## src/rtl/cseg_pkg.sv

```systemverilog
package cseg_pkg;
    localparam int SEG_W   = 8;
    localparam int NUM_REG = 8;
    localparam int IDX_W   = $clog2(NUM_REG);
    localparam int SUB_W   = 3;
    localparam int VEC_W   = IDX_W + SUB_W;

    typedef enum logic [1:0] {PH_IDLE, PH_RX, PH_ACK, PH_SKIP} phase_e;

    typedef struct packed {
        logic             mode;
        logic             bank;
        logic [VEC_W-1:0] vec;
    } ctrl_t;
endpackage

```

## src/rtl/cseg_line_filter.sv

```systemverilog
module cseg_line_filter #(
    parameter int FILT_LEN = 3
) (
    input  logic clk,
    input  logic rst_n,
    input  logic line_i,
    output logic level_o,
    output logic rise_o,
    output logic fall_o
);
    localparam int CW = $clog2(FILT_LEN + 1);

    typedef struct packed {
        logic [1:0]    sync;
        logic [CW-1:0] cnt;
        logic          lvl;
        logic          lvl_prev;
    } filt_t;

    filt_t q, d;

    always_comb begin
        d          = q;
        d.sync     = {q.sync[0], line_i};
        d.lvl_prev = q.lvl;
        if (q.sync[1] != q.lvl) begin
            if (q.cnt == CW'(FILT_LEN - 1)) begin
                d.lvl = q.sync[1];
                d.cnt = '0;
            end else begin
                d.cnt = q.cnt + CW'(1);
            end
        end else begin
            d.cnt = '0;
        end
    end

    always_ff @(posedge clk or negedge rst_n) begin
        if (!rst_n) begin
            q.sync     <= 2'b11;
            q.cnt      <= '0;
            q.lvl      <= 1'b1;
            q.lvl_prev <= 1'b1;
        end else begin
            q <= d;
        end
    end

    assign level_o = q.lvl;
    assign rise_o  = q.lvl & ~q.lvl_prev;
    assign fall_o  = ~q.lvl & q.lvl_prev;
endmodule

```

## src/rtl/cseg_i2c_rx.sv

```systemverilog
module cseg_i2c_rx
    import cseg_pkg::*;
#(
    parameter logic [6:0] DEV_ADDR = 7'h3A
) (
    input  logic             clk,
    input  logic             rst_n,
    input  logic             scl_lvl,
    input  logic             scl_rise,
    input  logic             scl_fall,
    input  logic             sda_lvl,
    input  logic             sda_rise,
    input  logic             sda_fall,
    output logic             sda_pull_o,
    output logic             wr_stb_o,
    output logic             wr_ctrl_o,
    output logic [SEG_W-1:0] wr_data_o
);
    typedef struct packed {
        phase_e           phase;
        logic [3:0]       bitcnt;
        logic [SEG_W-1:0] shreg;
        logic             addr_ph;
        logic             ctrl_nx;
        logic             pull;
        logic             stb;
        logic             stb_ctrl;
        logic [SEG_W-1:0] data;
    } rx_t;

    rx_t  q, d;
    logic start_det, stop_det;

    assign start_det = scl_lvl & sda_fall;
    assign stop_det  = scl_lvl & sda_rise;

    always_comb begin
        d     = q;
        d.stb = 1'b0;
        if (start_det) begin
            d.phase   = PH_RX;
            d.bitcnt  = '0;
            d.addr_ph = 1'b1;
            d.ctrl_nx = 1'b0;
            d.pull    = 1'b0;
        end else if (stop_det) begin
            d.phase = PH_IDLE;
            d.pull  = 1'b0;
        end else begin
            unique case (q.phase)
                PH_RX: begin
                    if (scl_rise && q.bitcnt < 4'd8) begin
                        d.shreg  = {q.shreg[SEG_W-2:0], sda_lvl};
                        d.bitcnt = q.bitcnt + 4'd1;
                    end
                    if (scl_fall && q.bitcnt == 4'd8) begin
                        if (q.addr_ph) begin
                            if (q.shreg == {DEV_ADDR, 1'b0}) begin
                                d.pull    = 1'b1;
                                d.phase   = PH_ACK;
                                d.addr_ph = 1'b0;
                                d.ctrl_nx = 1'b1;
                            end else begin
                                d.phase = PH_SKIP;
                            end
                        end else begin
                            d.pull     = 1'b1;
                            d.phase    = PH_ACK;
                            d.stb      = 1'b1;
                            d.stb_ctrl = q.ctrl_nx;
                            d.data     = q.shreg;
                            d.ctrl_nx  = 1'b0;
                        end
                    end
                end
                PH_ACK: begin
                    if (scl_fall) begin
                        d.pull   = 1'b0;
                        d.phase  = PH_RX;
                        d.bitcnt = '0;
                    end
                end
                default: ;
            endcase
        end
    end

    always_ff @(posedge clk or negedge rst_n) begin
        if (!rst_n) q <= '0;
        else        q <= d;
    end

    assign sda_pull_o = q.pull;
    assign wr_stb_o   = q.stb;
    assign wr_ctrl_o  = q.stb_ctrl;
    assign wr_data_o  = q.data;

    AST_STOP_RELEASE: assert property (@(posedge clk) disable iff (!rst_n)
        stop_det |=> !q.pull);
    AST_PULL_SCL_LOW: assert property (@(posedge clk) disable iff (!rst_n)
        $rose(q.pull) |-> !scl_lvl);
    AST_STB_ACKED: assert property (@(posedge clk) disable iff (!rst_n)
        q.stb |-> q.pull);
    AST_STB_SINGLE: assert property (@(posedge clk) disable iff (!rst_n)
        q.stb |=> !q.stb);
endmodule

```

## src/rtl/cseg_reg_file.sv

```systemverilog
module cseg_reg_file
    import cseg_pkg::*;
(
    input  logic                              clk,
    input  logic                              rst_n,
    input  logic                              wr_stb,
    input  logic                              wr_ctrl,
    input  logic [SEG_W-1:0]                  wr_data,
    input  logic [SUB_W-1:0]                  sub_i,
    output ctrl_t                             ctrl_o,
    output logic [NUM_REG-1:0][SEG_W-1:0]     seg_o,
    output logic [NUM_REG/2-1:0][SEG_W-1:0]   disp_o
);
    typedef struct packed {
        ctrl_t                         ctrl;
        logic [NUM_REG-1:0][SEG_W-1:0] seg;
    } rf_t;

    rf_t  q, d;
    logic hit, hit_direct, hit_duplex, sel_odd;

    assign hit_direct = q.ctrl.vec[IDX_W +: SUB_W] == sub_i;
    assign hit_duplex = q.ctrl.vec[IDX_W +: SUB_W-1] == sub_i[SUB_W-2:0];
    assign hit        = q.ctrl.mode ? hit_duplex : hit_direct;

    always_comb begin
        d = q;
        if (wr_stb) begin
            if (wr_ctrl) begin
                d.ctrl = ctrl_t'(wr_data);
            end else begin
                if (hit) d.seg[q.ctrl.vec[IDX_W-1:0]] = wr_data;
                d.ctrl.vec = q.ctrl.vec + VEC_W'(1);
            end
        end
    end

    always_ff @(posedge clk or negedge rst_n) begin
        if (!rst_n) q <= '0;
        else        q <= d;
    end

    assign sel_odd = ~q.ctrl.mode & q.ctrl.bank;

    for (genvar k = 0; k < NUM_REG/2; k++) begin : g_disp
        assign disp_o[k] = sel_odd ? q.seg[2*k+1] : q.seg[2*k];
    end

    assign ctrl_o = q.ctrl;
    assign seg_o  = q.seg;

    AST_CTRL_LOAD: assert property (@(posedge clk) disable iff (!rst_n)
        wr_stb && wr_ctrl |=> q.ctrl == $past(wr_data));
    AST_VEC_STEP: assert property (@(posedge clk) disable iff (!rst_n)
        wr_stb && !wr_ctrl |=> q.ctrl.vec == $past(q.ctrl.vec) + VEC_W'(1));
    AST_MISS_HOLDS: assert property (@(posedge clk) disable iff (!rst_n)
        wr_stb && !wr_ctrl && !hit |=> $stable(q.seg));
    AST_IDLE_HOLDS: assert property (@(posedge clk) disable iff (!rst_n)
        !wr_stb |=> $stable(q.seg) && $stable(q.ctrl));
endmodule

```

## src/rtl/cseg_loader_top.sv

```systemverilog
module cseg_loader_top
    import cseg_pkg::*;
#(
    parameter int         FILT_LEN = 3,
    parameter logic [6:0] DEV_ADDR = 7'h3A
) (
    input  logic                         clk,
    input  logic                         rst_n,
    input  logic                         scl_i,
    input  logic                         sda_i,
    output logic                         sda_pull_o,
    input  logic [SUB_W-1:0]             sub_i,
    output logic [NUM_REG*SEG_W-1:0]     seg_bytes_o,
    output logic [NUM_REG/2*SEG_W-1:0]   disp_o,
    output logic                         mode_o,
    output logic                         bank_o
);
    logic             scl_lvl, scl_rise, scl_fall;
    logic             sda_lvl, sda_rise, sda_fall;
    logic             wr_stb, wr_ctrl;
    logic [SEG_W-1:0] wr_data;
    ctrl_t            ctrl;
    logic [NUM_REG-1:0][SEG_W-1:0]   seg;
    logic [NUM_REG/2-1:0][SEG_W-1:0] disp;

    cseg_line_filter #(.FILT_LEN(FILT_LEN)) u_scl (
        .clk(clk), .rst_n(rst_n), .line_i(scl_i),
        .level_o(scl_lvl), .rise_o(scl_rise), .fall_o(scl_fall));

    cseg_line_filter #(.FILT_LEN(FILT_LEN)) u_sda (
        .clk(clk), .rst_n(rst_n), .line_i(sda_i),
        .level_o(sda_lvl), .rise_o(sda_rise), .fall_o(sda_fall));

    cseg_i2c_rx #(.DEV_ADDR(DEV_ADDR)) u_rx (
        .clk(clk), .rst_n(rst_n),
        .scl_lvl(scl_lvl), .scl_rise(scl_rise), .scl_fall(scl_fall),
        .sda_lvl(sda_lvl), .sda_rise(sda_rise), .sda_fall(sda_fall),
        .sda_pull_o(sda_pull_o), .wr_stb_o(wr_stb),
        .wr_ctrl_o(wr_ctrl), .wr_data_o(wr_data));

    cseg_reg_file u_rf (
        .clk(clk), .rst_n(rst_n),
        .wr_stb(wr_stb), .wr_ctrl(wr_ctrl), .wr_data(wr_data),
        .sub_i(sub_i), .ctrl_o(ctrl), .seg_o(seg), .disp_o(disp));

    assign seg_bytes_o = seg;
    assign disp_o      = disp;
    assign mode_o      = ctrl.mode;
    assign bank_o      = ctrl.bank;
endmodule

```

## config.mk

```make
export PLATFORM = sky130hd
export DESIGN_NAME = cseg_loader_top
export DESIGN_NICKNAME = d
export VERILOG_FILES = /design/src/rtl/cseg_pkg.sv /design/src/rtl/cseg_line_filter.sv /design/src/rtl/cseg_i2c_rx.sv /design/src/rtl/cseg_reg_file.sv /design/src/rtl/cseg_loader_top.sv
export SDC_FILE = /design/constraint.sdc
export NUM_CORES = 1
export LEC_CHECK = 0
export CAP_MARGIN = 20
export CORE_ASPECT_RATIO = 1.5
export CORE_MARGIN = 2
export CORE_UTILIZATION = 30
export CTS_BUF_LIST = sky130_fd_sc_hd__clkbuf_8 sky130_fd_sc_hd__clkbuf_16
export DETAILED_ROUTE_END_ITERATION = 12
export GPL_TIMING_DRIVEN = 0
export PLACE_DENSITY = 0.56
export SLEW_MARGIN = 5
export SYNTH_ARGS = -nofsm -noshare
export SYNTH_HDL_FRONTEND = slang
export SYNTH_SLANG_ARGS = --single-unit
export TNS_END_PERCENT = 1
```

## constraint.sdc

```tcl
create_clock -name clk -period 1.9 [get_ports clk]
set_clock_uncertainty 0.1 [all_clocks]
set_input_delay 0.38 -clock clk [delete_from_list [all_inputs] [get_ports clk]]
set_output_delay 0.38 -clock clk [all_outputs]
set_load 0.03 [all_outputs]
```

Word-level counts from Yosys, hierarchy flattened
Index checks and enable logic that the tools add are counted.
{"block": "op_classes", "n_reduce_logical": 18, "addsub": 4, "order_cmp": 3, "bitwise_logic": 16, "n_eq_ne": 17, "n_mux": 35}
{"operator": "bitwise mux 64 bit", "count": 1}
{"operator": "two-way mux 10 bit", "count": 5}
{"operator": "two-way mux 8 bit", "count": 5}
{"operator": "demux 8 bit (select 3 bit)", "count": 1}
{"operator": "two-way mux 6 bit", "count": 3}
{"operator": "AND reduction 4 bit", "count": 4}
{"operator": "two-way mux 14 bit", "count": 1}
{"operator": "two-way mux 2 bit", "count": 7}
{"operator": "two-way mux 13 bit", "count": 1}
{"operator": "two-way mux 12 bit", "count": 1}
{"operator": "case mux 6 bit (2 select lines)", "count": 1}
{"operator": "inverter 1 bit", "count": 9}
{"operator": "AND reduction 3 bit", "count": 3}
{"operator": "== test 8 x 7 -> 1 bit (second input constant)", "count": 1}
{"operator": "inequality test 4 x 1 -> 1 bit (second input constant)", "count": 2}
{"operator": "AND 1 bit", "count": 7}
{"operator": "adder 6 x 1 -> 6 bit (second input constant)", "count": 1}
{"operator": "== test 2 bit (second input constant)", "count": 3}
{"operator": "two-way mux 1 bit", "count": 6}
{"operator": "two-way mux 3 bit", "count": 2}
{"operator": "inequality test 3 x 1 -> 1 bit (second input constant)", "count": 2}
{"operator": "AND reduction 2 bit", "count": 3}
{"operator": "inequality test 5 bit (second input constant)", "count": 1}
{"operator": "AND reduction 5 bit", "count": 1}
{"operator": "other kinds (17)", "count": 22}
{"block": "totals", "ff_bits": 111, "out_inout_bits": 99, "word_cells": 121, "inputBits": 7}

Logic depth before layout (Yosys ltp)
Gate-level depths: netlist of the first run.
{"block": "logic_depth", "ltp_word": 7, "ltp_mapped": 7, "depth_no_buf": 6}

By module
From an unflattened synthesis of the first run, not the netlist that was laid out.
{"block": "unflattened", "hier_cells": 363, "area_unflattened_um2": 5238.8}
{"mod": "cseg_reg_file", "instances": 1, "cells_each": 231, "seq_area_each_um2": 1801.7, "area_per_inst_um2": 3433.3}
{"mod": "cseg_i2c_rx", "instances": 1, "cells_each": 106, "seq_area_each_um2": 675.6, "area_per_inst_um2": 1357.6}
{"mod": "cseg_line_filter", "instances": 2, "cells_each": 13, "seq_area_each_um2": 155.1, "area_per_inst_um2": 224.0}

Worst setup path after synthesis of the first run
No wires, ideal clock.
{"block": "synth_timing", "kind": "reg-to-output", "startpoint": "reg u_rf.q (netlist bit u_rf.ctrl_o[7])", "endpoint": "out disp_o[10]", "stages_incl_launch_ff": 5, "n_path_buf": 2, "arrival_ns": 1.683, "t_required_ns": 1.420, "setup_slack_ns": -0.263, "path_cell_list": "dfrtp_1 -> nand2b_1 -> clkbuf_1 -> buf_1 -> mux2_1"}
{"block": "synth_via", "elab_chain_cells": 3}
{"item": "start: declaration", "line_no": "cseg_reg_file.sv:19", "rtl": "rf_t q, d;"}
{"item": "start signal: assignment", "line_no": "cseg_reg_file.sv:39", "rtl": "if (!rst_n) q <= '0;"}
{"item": "start signal: assignment", "line_no": "cseg_reg_file.sv:40", "rtl": "else q <= d;"}
{"item": "inverter 1 bit", "line_no": "cseg_reg_file.sv:43", "rtl": "assign sel_odd = ~q.ctrl.mode & q.ctrl.bank;"}
{"item": "AND 1 bit", "line_no": "cseg_reg_file.sv:43"}
{"item": "two-way mux 8 bit", "line_no": "cseg_reg_file.sv:46", "rtl": "assign disp_o[k] = sel_odd ? q.seg[2*k+1] : q.seg[2*k];"}
{"item": "end: declaration", "line_no": "cseg_loader_top.sv:14", "rtl": "output logic [NUM_REG/2*SEG_W-1:0] disp_o,"}
Every way passes these cells.

Worst setup path in the final report of the first run
{"block": "layout_timing", "startpoint": "reg u_rf.q (netlist bit u_rf.ctrl_o[4])", "endpoint": "reg u_rf.q (netlist bit u_rf.seg_o[26])"}
{"block": "layout_via", "elab_chain_cells": 3, "word_cells_on_any_way": 4, "classes_between": "eq/ne: 2; mux: 1; reduce/logical: 1"}
{"item": "== test 3 bit / == test 2 bit (equally long branches)", "line_no": "cseg_reg_file.sv:22, cseg_reg_file.sv:23"}
{"item": "two-way mux 1 bit (*)", "line_no": "cseg_reg_file.sv:24", "rtl": "assign hit = q.ctrl.mode ? hit_duplex : hit_direct;"}
{"item": "AND reduction 3 bit (no line) (*)"}
Every way passes the cells marked *; elsewhere a longest branch is shown, timed or not.
A chain may end at the register's enable or synchronous reset.

==> metrics.txt, run 1 <==
status finished, violations left; failing checks setup timing; Slew Limit Fails 0; Max Freq 479 MHz; vias in the first global route 3513; Clock Sinks 111; Crit path depth 5; worst setup margin -0.187 ns; Final #Nets between 500 and 600; Hold Crit Class reg2reg; commonest non-fill, non-tap cells in the layout dfrtp_1 (102), mux2_4 (58), mux2_2 (47); crit-path cells xnor2_2 -> nand4_4 -> or4_4 -> buf_6 -> mux2_4; Crit path max-delay family simple AND/OR/NAND/NOR gates; P per Cell Area between 800 and 900 nW/µm²; R2R depth 5; CTS Root Cell clkbuf_16; Final Wtd Congestion approximately 0.76; Syn Inst Count 367; Hold Vio Cnt, Final 0; Routed WL per cell about 17 µm; Horiz. Die Dim 111 µm; largest net degree at the start of global routing 84; drt pass-1 iters 4; Max VDD drop 0.000451 V; hold depth 0; FILL cells 1564; Core Area 16800 µm²; CTS Buf Count 9; max incr delay on CP 0.57 ns; Synth Area in Simple Gates 0.0915; Die Height 164 µm; count of input and output buffers approximately 110; # H-tree levels 3; #FFs+latches synth about 110; Final ANT Viol Nets 0; CTS tree built; CP Launch Type flop; fin crit share 1.10; row count 58; average vias per placed instance 4.74; initial cell density of the core 0.306; Worst Path Max Fanout 8; Ant. Diodes 0; Final setup viols about 100; RSZ-0062 raised after global routing yes; I/O pins 106; share of layout cells above drive strength 1 0.422; Leak 0.00409 µW; Seq/Total Area, Yosys 0.544; post-synthesis mux area share 0.281; via count 3357; Area Growth Syn to Fin 41.8%; synthesized area 5130 µm²; CP arrival between 2 and 2.5 ns; DRT iter0 DRCs 97; Synth Area in Compound Gates 0.0334; asr flop ratio synth 1.00; Synth Flop Type dfrtp_1; Post-Synth Adder-Cell Area 0.0122; pre-CTS WS -0.798 ns; worst slew pin tran 0.636 ns; slowest library cell on the worst path or4_4; Post-synth EDFFs 0; commonest non-fill, non-tap cell in the layout dfrtp_1; normalized max-slew margin 0.576; Critical Path Sink Type flop; Crit Path Category reg2reg; Final Util 0.434; clock-pin slew on the worst setup and hold paths 0.08 ns; XOR/XNOR Fraction of Synth Area 0.0132; detailed-placement wirelength estimate 8.48 mm; Syn Nets 379; setup_tns -12.49 ns; gr usage total 0.134; Ys Warns 0; clock latency on the worst-skew pair 0.35 ns; final wirelength 12.0 mm; distinct cell type count after synthesis 52; minimum clock period 2.09 ns; Syn Area/Cell ~14 µm²; Worst Path Required 2.04 ns; Worst Path Buf+Inv 1; DRC 0; largest family of logic cells by synthesized area multiplexers; Overflow after GRT 0; first-pass GRT wire length 19.2 mm; max cap viols 0; initial antenna violation count 0; die area approximately 18000 µm²; clk buf depth 2
-- Yosys cell counts (3+ instances only) --
master / count / share of area
xnor2_1: 3 / 0.0051
o21ai_0: 4 / 0.0039
nor2b_1: 5 / 0.0061
nor2_1: 6 / 0.0044
inv_1: 8 / 0.0059
mux2_1: 17 / 0.037
nor4_4: 3 / 0.012
nand2b_1: 5 / 0.0061
nand3_1: 6 / 0.0059
clkbuf_1: 5 / 0.0037
dfstp_2: 8 / 0.041
buf_1: 10 / 0.0073
buf_2: 4 / 0.0039
a21oi_1: 9 / 0.0088
mux2_4: 16 / 0.047
and3b_1: 4 / 0.0068
dfrtp_1: 103 / 0.50
ha_1: 5 / 0.012
mux2i_1: 4 / 0.0078
nor3_1: 4 / 0.0039
nand2_1: 14 / 0.010
mux2_2: 86 / 0.19
-- power by group --
part / switching (µW) / total (µW) / internal, µW
clock network: 866 / 2200 / 1330
logic: 537 / 1030 / 492
registers: 174 / 2760 / 2590
-- state kept, by name (all words and copies together), names as in the netlist --
| name | count |
|---|---|
| u_rf.ctrl_o | 8 |
| u_rf.seg_o | 64 |
| u_rx.q | 16 |
| u_rx.sda_pull_o | 1 |
| u_rx.wr_ctrl_o | 1 |
| u_rx.wr_data_o | 8 |
| u_rx.wr_stb_o | 1 |
| u_scl.d | 1 |
| u_scl.level_o | 1 |
| u_scl.q | 4 |
| u_sda.d | 1 |
| u_sda.level_o | 1 |
| u_sda.q | 4 |
-- kinds of logic (layout without fill, tap and decap cells) --
family / count (synthesis) / after routing
mux: 123 / 123
compound gates: 27 / 27
xor+xnor: 6 / 6
buf+inv: 29 / 160
simple gates: 66 / 66
fa+ha+maj: 5 / 5
flops: 111 / 111
-- through the flow --
step / total power, µW / instance area (µm²) / hold slack [ns] / cells
2_1_floorplan: 3430 / 5130 / -0.0156 / 367
3_3_place_gp: 3630 / 6440 / 0.247 / 682
3_5_place_dp: 3690 / 6470 / 0.173 / 683
4_1_cts: 6020 / 7110 / 0.258 / 703
5_1_grt: 6310 / 7270 / 0.263 / 708
6_report: 5990 / 7270 / 0.256 / 708
-- layer usage --
metal  share of wire  up-vias  global-route usage
met5               0        -                   0
met4           0.012        0              0.0409
met3           0.038       12              0.0284
met2            0.54       78               0.250
met1            0.41     1704               0.154
li1                -     1563                   -
-- what timing repair did --
item                       CTS  global route
hold buffers                 1             0
pin swaps                   11             8
resized for setup          328            45
hold endpoints to repair    28             0
setup buffers                5             5
setup endpoints to repair  162           139
-- final timing paths --
path | from | to | slack (ns)
hold reg to reg | u_scl.d[5] | u_scl.q[5] | 0.26
hold / removal | u_scl.d[5] | u_scl.q[5] | 0.26
max in group asynchronous | rst_n | u_sda.q[0] | 0.63
setup / recovery | u_rf.ctrl_o[4] | u_rf.seg_o[26] | -0.19
min in group asynchronous | rst_n | u_rf.seg_o[0] | 0.36
setup reg to reg | u_rf.ctrl_o[4] | u_rf.seg_o[26] | -0.19
-- area by class of cell --
| cell class | instances | area (µm²) | share of cell area |
|---|---|---|---|
| flip-flops and latches | 111 | 2790 | 0.384 |
| clock inverters | 6 | 115 | 0.0158 |
| clock buffers | 10 | 239 | 0.0329 |
| plain buffers | 19 | 151 | 0.0208 |
| well taps | 210 | 263 | 0.0362 |
| repair buffers | 117 | 1220 | 0.167 |
| inverters | 8 | 30.0 | 0.00413 |
| multi-input cells | 227 | 2460 | 0.339 |
No activity file was read; power rests on OpenSTA's default activity.
==> run 2, diff against run 1 <==
--- a/config.mk
+++ b/config.mk
@@ -11,8 +11,7 @@
 export CORE_UTILIZATION = 30
 export CTS_BUF_LIST = sky130_fd_sc_hd__clkbuf_8 sky130_fd_sc_hd__clkbuf_16
 export DETAILED_ROUTE_END_ITERATION = 12
-export GPL_TIMING_DRIVEN = 0
-export PLACE_DENSITY = 0.56
+export PLACE_DENSITY = 0.53
 export SLEW_MARGIN = 5
 export SYNTH_ARGS = -nofsm -noshare
 export SYNTH_HDL_FRONTEND = slang
==> run 2 against run 1 <==
  * Register-to-register slack better by 0.07 ns
  * Critical path depth is 1 lower
  * Total power fell by 0.36%
  * Die area is the same
  * Non-clock buffer count is 20 higher
  * Critical path type is now reg2out
  * The run still ends with setup timing left
  * First-iteration DRC count grew 20%
  * Sequential power shrank 1%
  * Fmax about the same
  * Combinational power increased by 32%
  * Critical endpoint is now disp_o[0]
  * Clock power is 14% lower
==> metrics.txt, run 2 (synthesis results as in run 1) <==
Comb pwr share 0.228 (was 0.172); initial cell density of the core 0.306 (unchanged); switching power 1640 µW (was 1580 µW); gr usage total 0.135 (was 0.134); worst slew pin tran 0.521 ns (was 0.636 ns); Crit path max-delay family flip-flops (was simple AND/OR/NAND/NOR gates); average vias per placed instance 4.76 (was 4.74); fin crit share 1.10 (about the same); Slew Limit Fails 0 (unchanged); commonest non-fill, non-tap cells in the layout dfrtp_1 (103), mux2_2 (72), dlygate4sd2_1 (42) (was dfrtp_1 (102), mux2_4 (58), mux2_2 (47)); Ant. Diodes 0 (unchanged); DRT iter0 DRCs 116 (was 97); CTS Root Cell clkbuf_16 (unchanged); Routed WL per cell 17.0 µm (about the same); Hold Crit Class reg2reg (unchanged); DRC 0 (unchanged); Cell Int Power 4320 µW (was 4410 µW); FILL cells 1541 (was 1564); crit-path cells nand2b_4 -> clkbuf_16 -> mux2_2 -> buf_6 (was xnor2_2 -> nand4_4 -> or4_4 -> buf_6 -> mux2_4); Max VDD drop 0.000542 V (was 0.000451 V); Overflow after GRT 0 (unchanged); Clk network pwr share 0.317 (was 0.367); sequential power share 0.456 (was 0.461); placed cells 706 (was 683); final wirelength 12.4 mm (was 12.0 mm); Crit Path Category reg2out (was reg2reg); # H-tree levels 3 (unchanged); commonest non-fill, non-tap cell in the layout dfrtp_1 (unchanged); Die Height 164 µm (unchanged); P per Cell Area 811 nW/µm² (was 824 nW/µm²); via count 3462 (was 3357); Final Util 0.439 (was 0.434); Max Freq 479 MHz (about the same); Core Area 16800 µm² (unchanged); Final Wtd Congestion 0.773 (was 0.757); first-pass GRT wire length 19.4 mm (was 19.2 mm); clock latency on the worst-skew pair 0.35 ns (about the same); Leak 0.00420 µW (was 0.00409 µW); status finished, violations left (unchanged); die area 18200 µm² (unchanged); Critical Path Sink Type output port (was flop); Horiz. Die Dim 111 µm (unchanged); Final setup viols 80 (was 104); vias in the first global route 3603 (was 3513); Hold Vio Cnt, Final 0 (unchanged); count of input and output buffers 105 (unchanged); max reg flops 64 (unchanged); hold_ws 0.257 ns (was 0.256 ns); worst setup margin -0.187 ns (about the same); clk buf depth 2 (unchanged); slowest library cell on the worst path dfrtp_1 (was or4_4); CP Launch Type flop (unchanged); largest net degree at the start of global routing 34 (was 84); clock-pin slew on the worst setup and hold paths 0.07 ns (was 0.08 ns); drt pass-1 iters 6 (was 4); Sw Ratio 0.275 (was 0.263); Final ANT Viol Nets 0 (unchanged); Worst Path Max Fanout 8 (unchanged); Worst Path Buf+Inv 2 (was 1); CP arrival 1.61 ns (was 2.23 ns); initial antenna violation count 0 (unchanged); max cap viols 0 (unchanged); final instance count without filler cells 728 (was 708); Final Total Pwr 5970 µW (was 5990 µW); row count 58 (unchanged); Area Growth Syn to Fin 43.4% (was 41.8%); CTS tree built (unchanged); Clock Sinks 111 (unchanged); normalized max-slew margin 0.652 (was 0.576); max incr delay on CP 0.36 ns (was 0.57 ns); detailed-placement wirelength estimate 8.93 mm (was 8.48 mm); I/O pins 106 (unchanged); Final #Nets 525 (was 505); failing checks setup timing (unchanged); RSZ-0062 raised after global routing yes (unchanged); CTS Buf Count 9 (unchanged); minimum clock period 2.09 ns (about the same); share of layout cells above drive strength 1 0.458 (was 0.422); Worst Path Required 1.42 ns (was 2.04 ns)
[run 2: path summary, 6_finish.rpt]
check / from / to / slack (ns) / cells past startpoint
worst max register to register: u_rf.ctrl_o[3] / u_rf.seg_o[27] / -0.12 / 4
worst max-delay path: u_rf.ctrl_o[7] / disp_o[0] / -0.19 / 4
max in group asynchronous: rst_n / u_scl.q[0] / 0.73 / 3
worst min register to register: u_sda.d[5] / u_sda.q[5] / 0.26 / 0
worst min-delay path: u_sda.d[5] / u_sda.q[5] / 0.26 / 0
min in group asynchronous: rst_n / u_rf.seg_o[3] / 0.37 / 2
[run 2: power by group through the flow]
| stage | Combinational, µW | Sequential [µW] | Clock [µW] |
|---|---|---|---|
| floorplan | 693 | 2740 | 0 |
| global placement | 1190 | 2750 | 0 |
| detailed placement | 1230 | 2750 | 0 |
| CTS | 1240 | 2710 | 1940 |
| global route | 1500 | 2750 | 2020 |
| finish | 1360 | 2720 | 1890 |
[run 2: layer usage]
metal	up-vias	wire [µm]	GRT usage	share of wire
li1	1609	-	-	-
met1	1777	5000	0.155	0.40
met2	63	6890	0.258	0.56
met3	13	318	0.0196	0.026
met4	0	166	0.0443	0.013
met5	-	0	0	0
[run 2: what timing repair did]
| item | in CTS | in global routing |
|---|---|---|
| cloned | 1 | 1 |
| hold buffers | 1 | 0 |
| endpoints found under the setup margin | 155 | 143 |
| resized for setup | 85 | 58 |
| setup buffers | 2 | 1 |
| pin swaps | 6 | 8 |
| endpoints found under the hold margin | 19 | 0 |
[run 2: final cells by class]
| type | count | area (µm²) | area share |
|---|---|---|---|
| Sequential cell | 111 | 2790 | 0.379 |
| Multi-Input combinational cell | 227 | 2350 | 0.320 |
| Timing Repair Buffer | 156 | 1620 | 0.220 |
| Clock buffer | 12 | 267 | 0.0362 |
| Tap cell | 210 | 263 | 0.0357 |
| Clock inverter | 4 | 37.5 | 0.00511 |
| Inverter | 8 | 30.0 | 0.00408 |
[run 2: through the flow]
stage | setup WS [ns] | setup TNS (ns) | area [µm²]
floorplan | -0.129 | -4.61 | 5130
global placement | -0.601 | -35.00 | 6670
detailed placement | -0.622 | -37.62 | 6670
CTS | -0.214 | -13.51 | 7120
global route | -0.243 | -16.02 | 7350
finish | -0.187 | -8.76 | 7350
[run 2: worst reg2reg max path, cell delays in order (launching register included)]
cell     delay, ns
dfrtp_1       0.42
xnor2_2       0.19
nand4_4       0.19
or4_4         0.67
mux2_4        0.33
==> run 3, diff against run 2 <==
--- a/config.mk
+++ b/config.mk
@@ -10,7 +10,9 @@
 export CORE_MARGIN = 2
 export CORE_UTILIZATION = 30
 export CTS_BUF_LIST = sky130_fd_sc_hd__clkbuf_8 sky130_fd_sc_hd__clkbuf_16
+export CTS_CLUSTER_SIZE = 8
 export DETAILED_ROUTE_END_ITERATION = 12
+export GPL_TIMING_DRIVEN = 0
 export PLACE_DENSITY = 0.53
 export SLEW_MARGIN = 5
 export SYNTH_ARGS = -nofsm -noshare
==> run 3 against run 2 <==
  * The flow still finishes with violations (setup timing)
  * Setup slack got worse by 0.0023 ns
  * Sequential power is 1% higher
  * Worst hold slack gained 0.00090 ns
  * Combinational power shrank 24%
  * Routed wire length fell by 1.6%
  * Fmax is 0.11% lower
  * Die area unchanged
  * Total power is 7.0% lower
  * Critical path depth unchanged
  * Flip-flop and latch count unchanged
  * Sequential share of layout area grew 1.4 points
  * Critical endpoint is now disp_o[30]
==> metrics.txt, run 3 (synthesis results as in run 1) <==
status finished, violations left (unchanged); failing checks setup timing (unchanged); commonest non-fill, non-tap cell in the layout dfrtp_1 (unchanged); Overflow after GRT 0 (unchanged); CTS Buf Count 9 (unchanged); Clk network pwr share 0.317 (about the same); via count 3381 (was 3462); DRC 0 (unchanged); clock-pin slew on the worst setup and hold paths 0.07 ns (about the same); gr usage total 0.136 (was 0.135); CP arrival 1.61 ns (about the same); first-pass GRT wire length 19.4 mm (about the same); Hold Vio Cnt, Final 0 (unchanged); CTS Root Cell clkbuf_16 (unchanged); Routed WL per cell 17.2 µm (was 17.0 µm); count of input and output buffers 105 (unchanged); minimum clock period 2.09 ns (about the same); sequential power share 0.497 (was 0.456); Leak 0.00408 µW (was 0.00420 µW); normalized max-slew margin 0.526 (was 0.652); CP Launch Type flop (unchanged); fin crit share 1.10 (about the same); RSZ-0062 raised after global routing yes (unchanged); Ant. Diodes 0 (unchanged); Clock Sinks 111 (unchanged); largest net degree at the start of global routing 84 (was 34); max cap viols 0 (unchanged); I/O pins 106 (unchanged); initial cell density of the core 0.306 (unchanged); Critical Path Sink Type output port (unchanged); Final Wtd Congestion 0.752 (was 0.773); # H-tree levels 3 (unchanged); Max Freq 479 MHz (about the same); fin area 7090 µm² (was 7350 µm²); area of placed instances 6470 µm² (was 6670 µm²); Worst Path Max Fanout 10 (was 8); Max VDD drop 0.000412 V (was 0.000542 V); Comb pwr share 0.186 (was 0.228); initial antenna violation count 0 (unchanged); clock latency on the worst-skew pair 0.35 ns (about the same); Final Util 0.423 (was 0.439); Final #Nets 506 (was 525); detailed-placement wirelength estimate 8.65 mm (was 8.93 mm); row count 58 (unchanged); CTS tree built (unchanged); average vias per placed instance 4.77 (was 4.76); worst slew pin tran 0.711 ns (was 0.521 ns); Die Height 164 µm (unchanged); share of layout cells above drive strength 1 0.417 (was 0.458); switching power 1570 µW (was 1640 µW); clk buf depth 2 (unchanged); Final setup viols 98 (was 80); Final ANT Viol Nets 0 (unchanged); Final Total Pwr 5550 µW (was 5970 µW); DRT iter0 DRCs 83 (was 116); die area 18200 µm² (unchanged); Worst Path Required 1.42 ns (about the same); Hold Crit Class reg2reg (unchanged); total area of sequential cells 2790 µm² (about the same); max reg flops 64 (unchanged); vias in the first global route 3513 (was 3603); Slew Limit Fails 0 (unchanged); P per Cell Area 782 nW/µm² (was 811 nW/µm²); Cell Int Power 3980 µW (was 4320 µW); Sw Ratio 0.282 (was 0.275); drt pass-1 iters 4 (was 6); commonest non-fill, non-tap cells in the layout dfrtp_1 (101), mux2_2 (55), mux2_4 (49) (was dfrtp_1 (103), mux2_2 (72), dlygate4sd2_1 (42)); Area Growth Syn to Fin 38.4% (was 43.4%); Horiz. Die Dim 111 µm (unchanged); Core Area 16800 µm² (unchanged); final wirelength 12.2 mm (was 12.4 mm); multi-input logic area 2420 µm² (was 2350 µm²); worst setup margin -0.190 ns (was -0.187 ns); FILL cells 1574 (was 1541); Crit Path Category reg2out (unchanged)
## run 3: cell type report
type                            count  area share
Clock buffer                        9      0.0317
Buffer                             19      0.0213
Clock inverter                      7     0.00688
Tap cell                          210      0.0370
Multi-Input combinational cell    227       0.341
Timing Repair Buffer              118       0.165
Sequential cell                   111       0.393
Inverter                            8     0.00423
## run 3: final timing paths
kind                                start              to  slack (ns)  cells past startpoint
setup / recovery           u_rf.ctrl_o[6]      disp_o[30]       -0.19                      4
hold / removal                 u_sda.d[5]      u_sda.q[5]        0.26                      0
setup reg to reg           u_rf.ctrl_o[4]  u_rf.seg_o[25]       -0.18                      4
hold reg to reg                u_sda.d[5]      u_sda.q[5]        0.26                      0
max in group asynchronous           rst_n  u_rf.ctrl_o[3]        0.61                      3
min in group asynchronous           rst_n   u_rf.seg_o[3]        0.36                      2
## run 3: power by group through the flow
| stage | Clock (µW) | Combinational (µW) | Sequential [µW] |
|---|---|---|---|
| finish | 1760 | 1030 | 2760 |
| global route | 1910 | 1150 | 2790 |
| CTS | 1820 | 1010 | 2760 |
| detailed placement | 0 | 896 | 2790 |
| global placement | 0 | 861 | 2780 |
| floorplan | 0 | 693 | 2740 |
## run 3: through the flow
step / hold WS [ns] / cells / setup WS (ns) / TNS (ns)
finish: 0.258 / 709 / -0.190 / -12.19
global route: 0.263 / 709 / -0.254 / -20.36
global placement: 0.247 / 682 / -3.91 / -490.13
floorplan: -0.0156 / 367 / -0.129 / -4.61
detailed placement: 0.174 / 683 / -0.745 / -68.61
CTS: 0.259 / 704 / -0.264 / -19.38
## run 3: layer usage
layer | vias up | GRT usage | part of all wire
met3 | 10 | 0.0251 | 0.029
met5 | - | 0 | 0
met4 | 0 | 0.0443 | 0.015
met1 | 1736 | 0.155 | 0.41
li1 | 1573 | - | -
met2 | 62 | 0.255 | 0.54
## run 3: worst max-delay path: stages, from the launching register on
cell      delay [ns]
dfrtp_1         0.43
nand2b_4        0.15
buf_12          0.16
mux2_2          0.34
buf_2           0.18
## run 3: timing repair
| action | CTS | global route |
|---|---|---|
| hold buffers | 1 | 0 |
| gates resized for setup | 287 | 43 |
| buffers inserted | 5 | 6 |
| pin swaps | 10 | 8 |
| endpoints found under the setup margin | 158 | 143 |
| hold endpoints to repair | 28 | 0 |
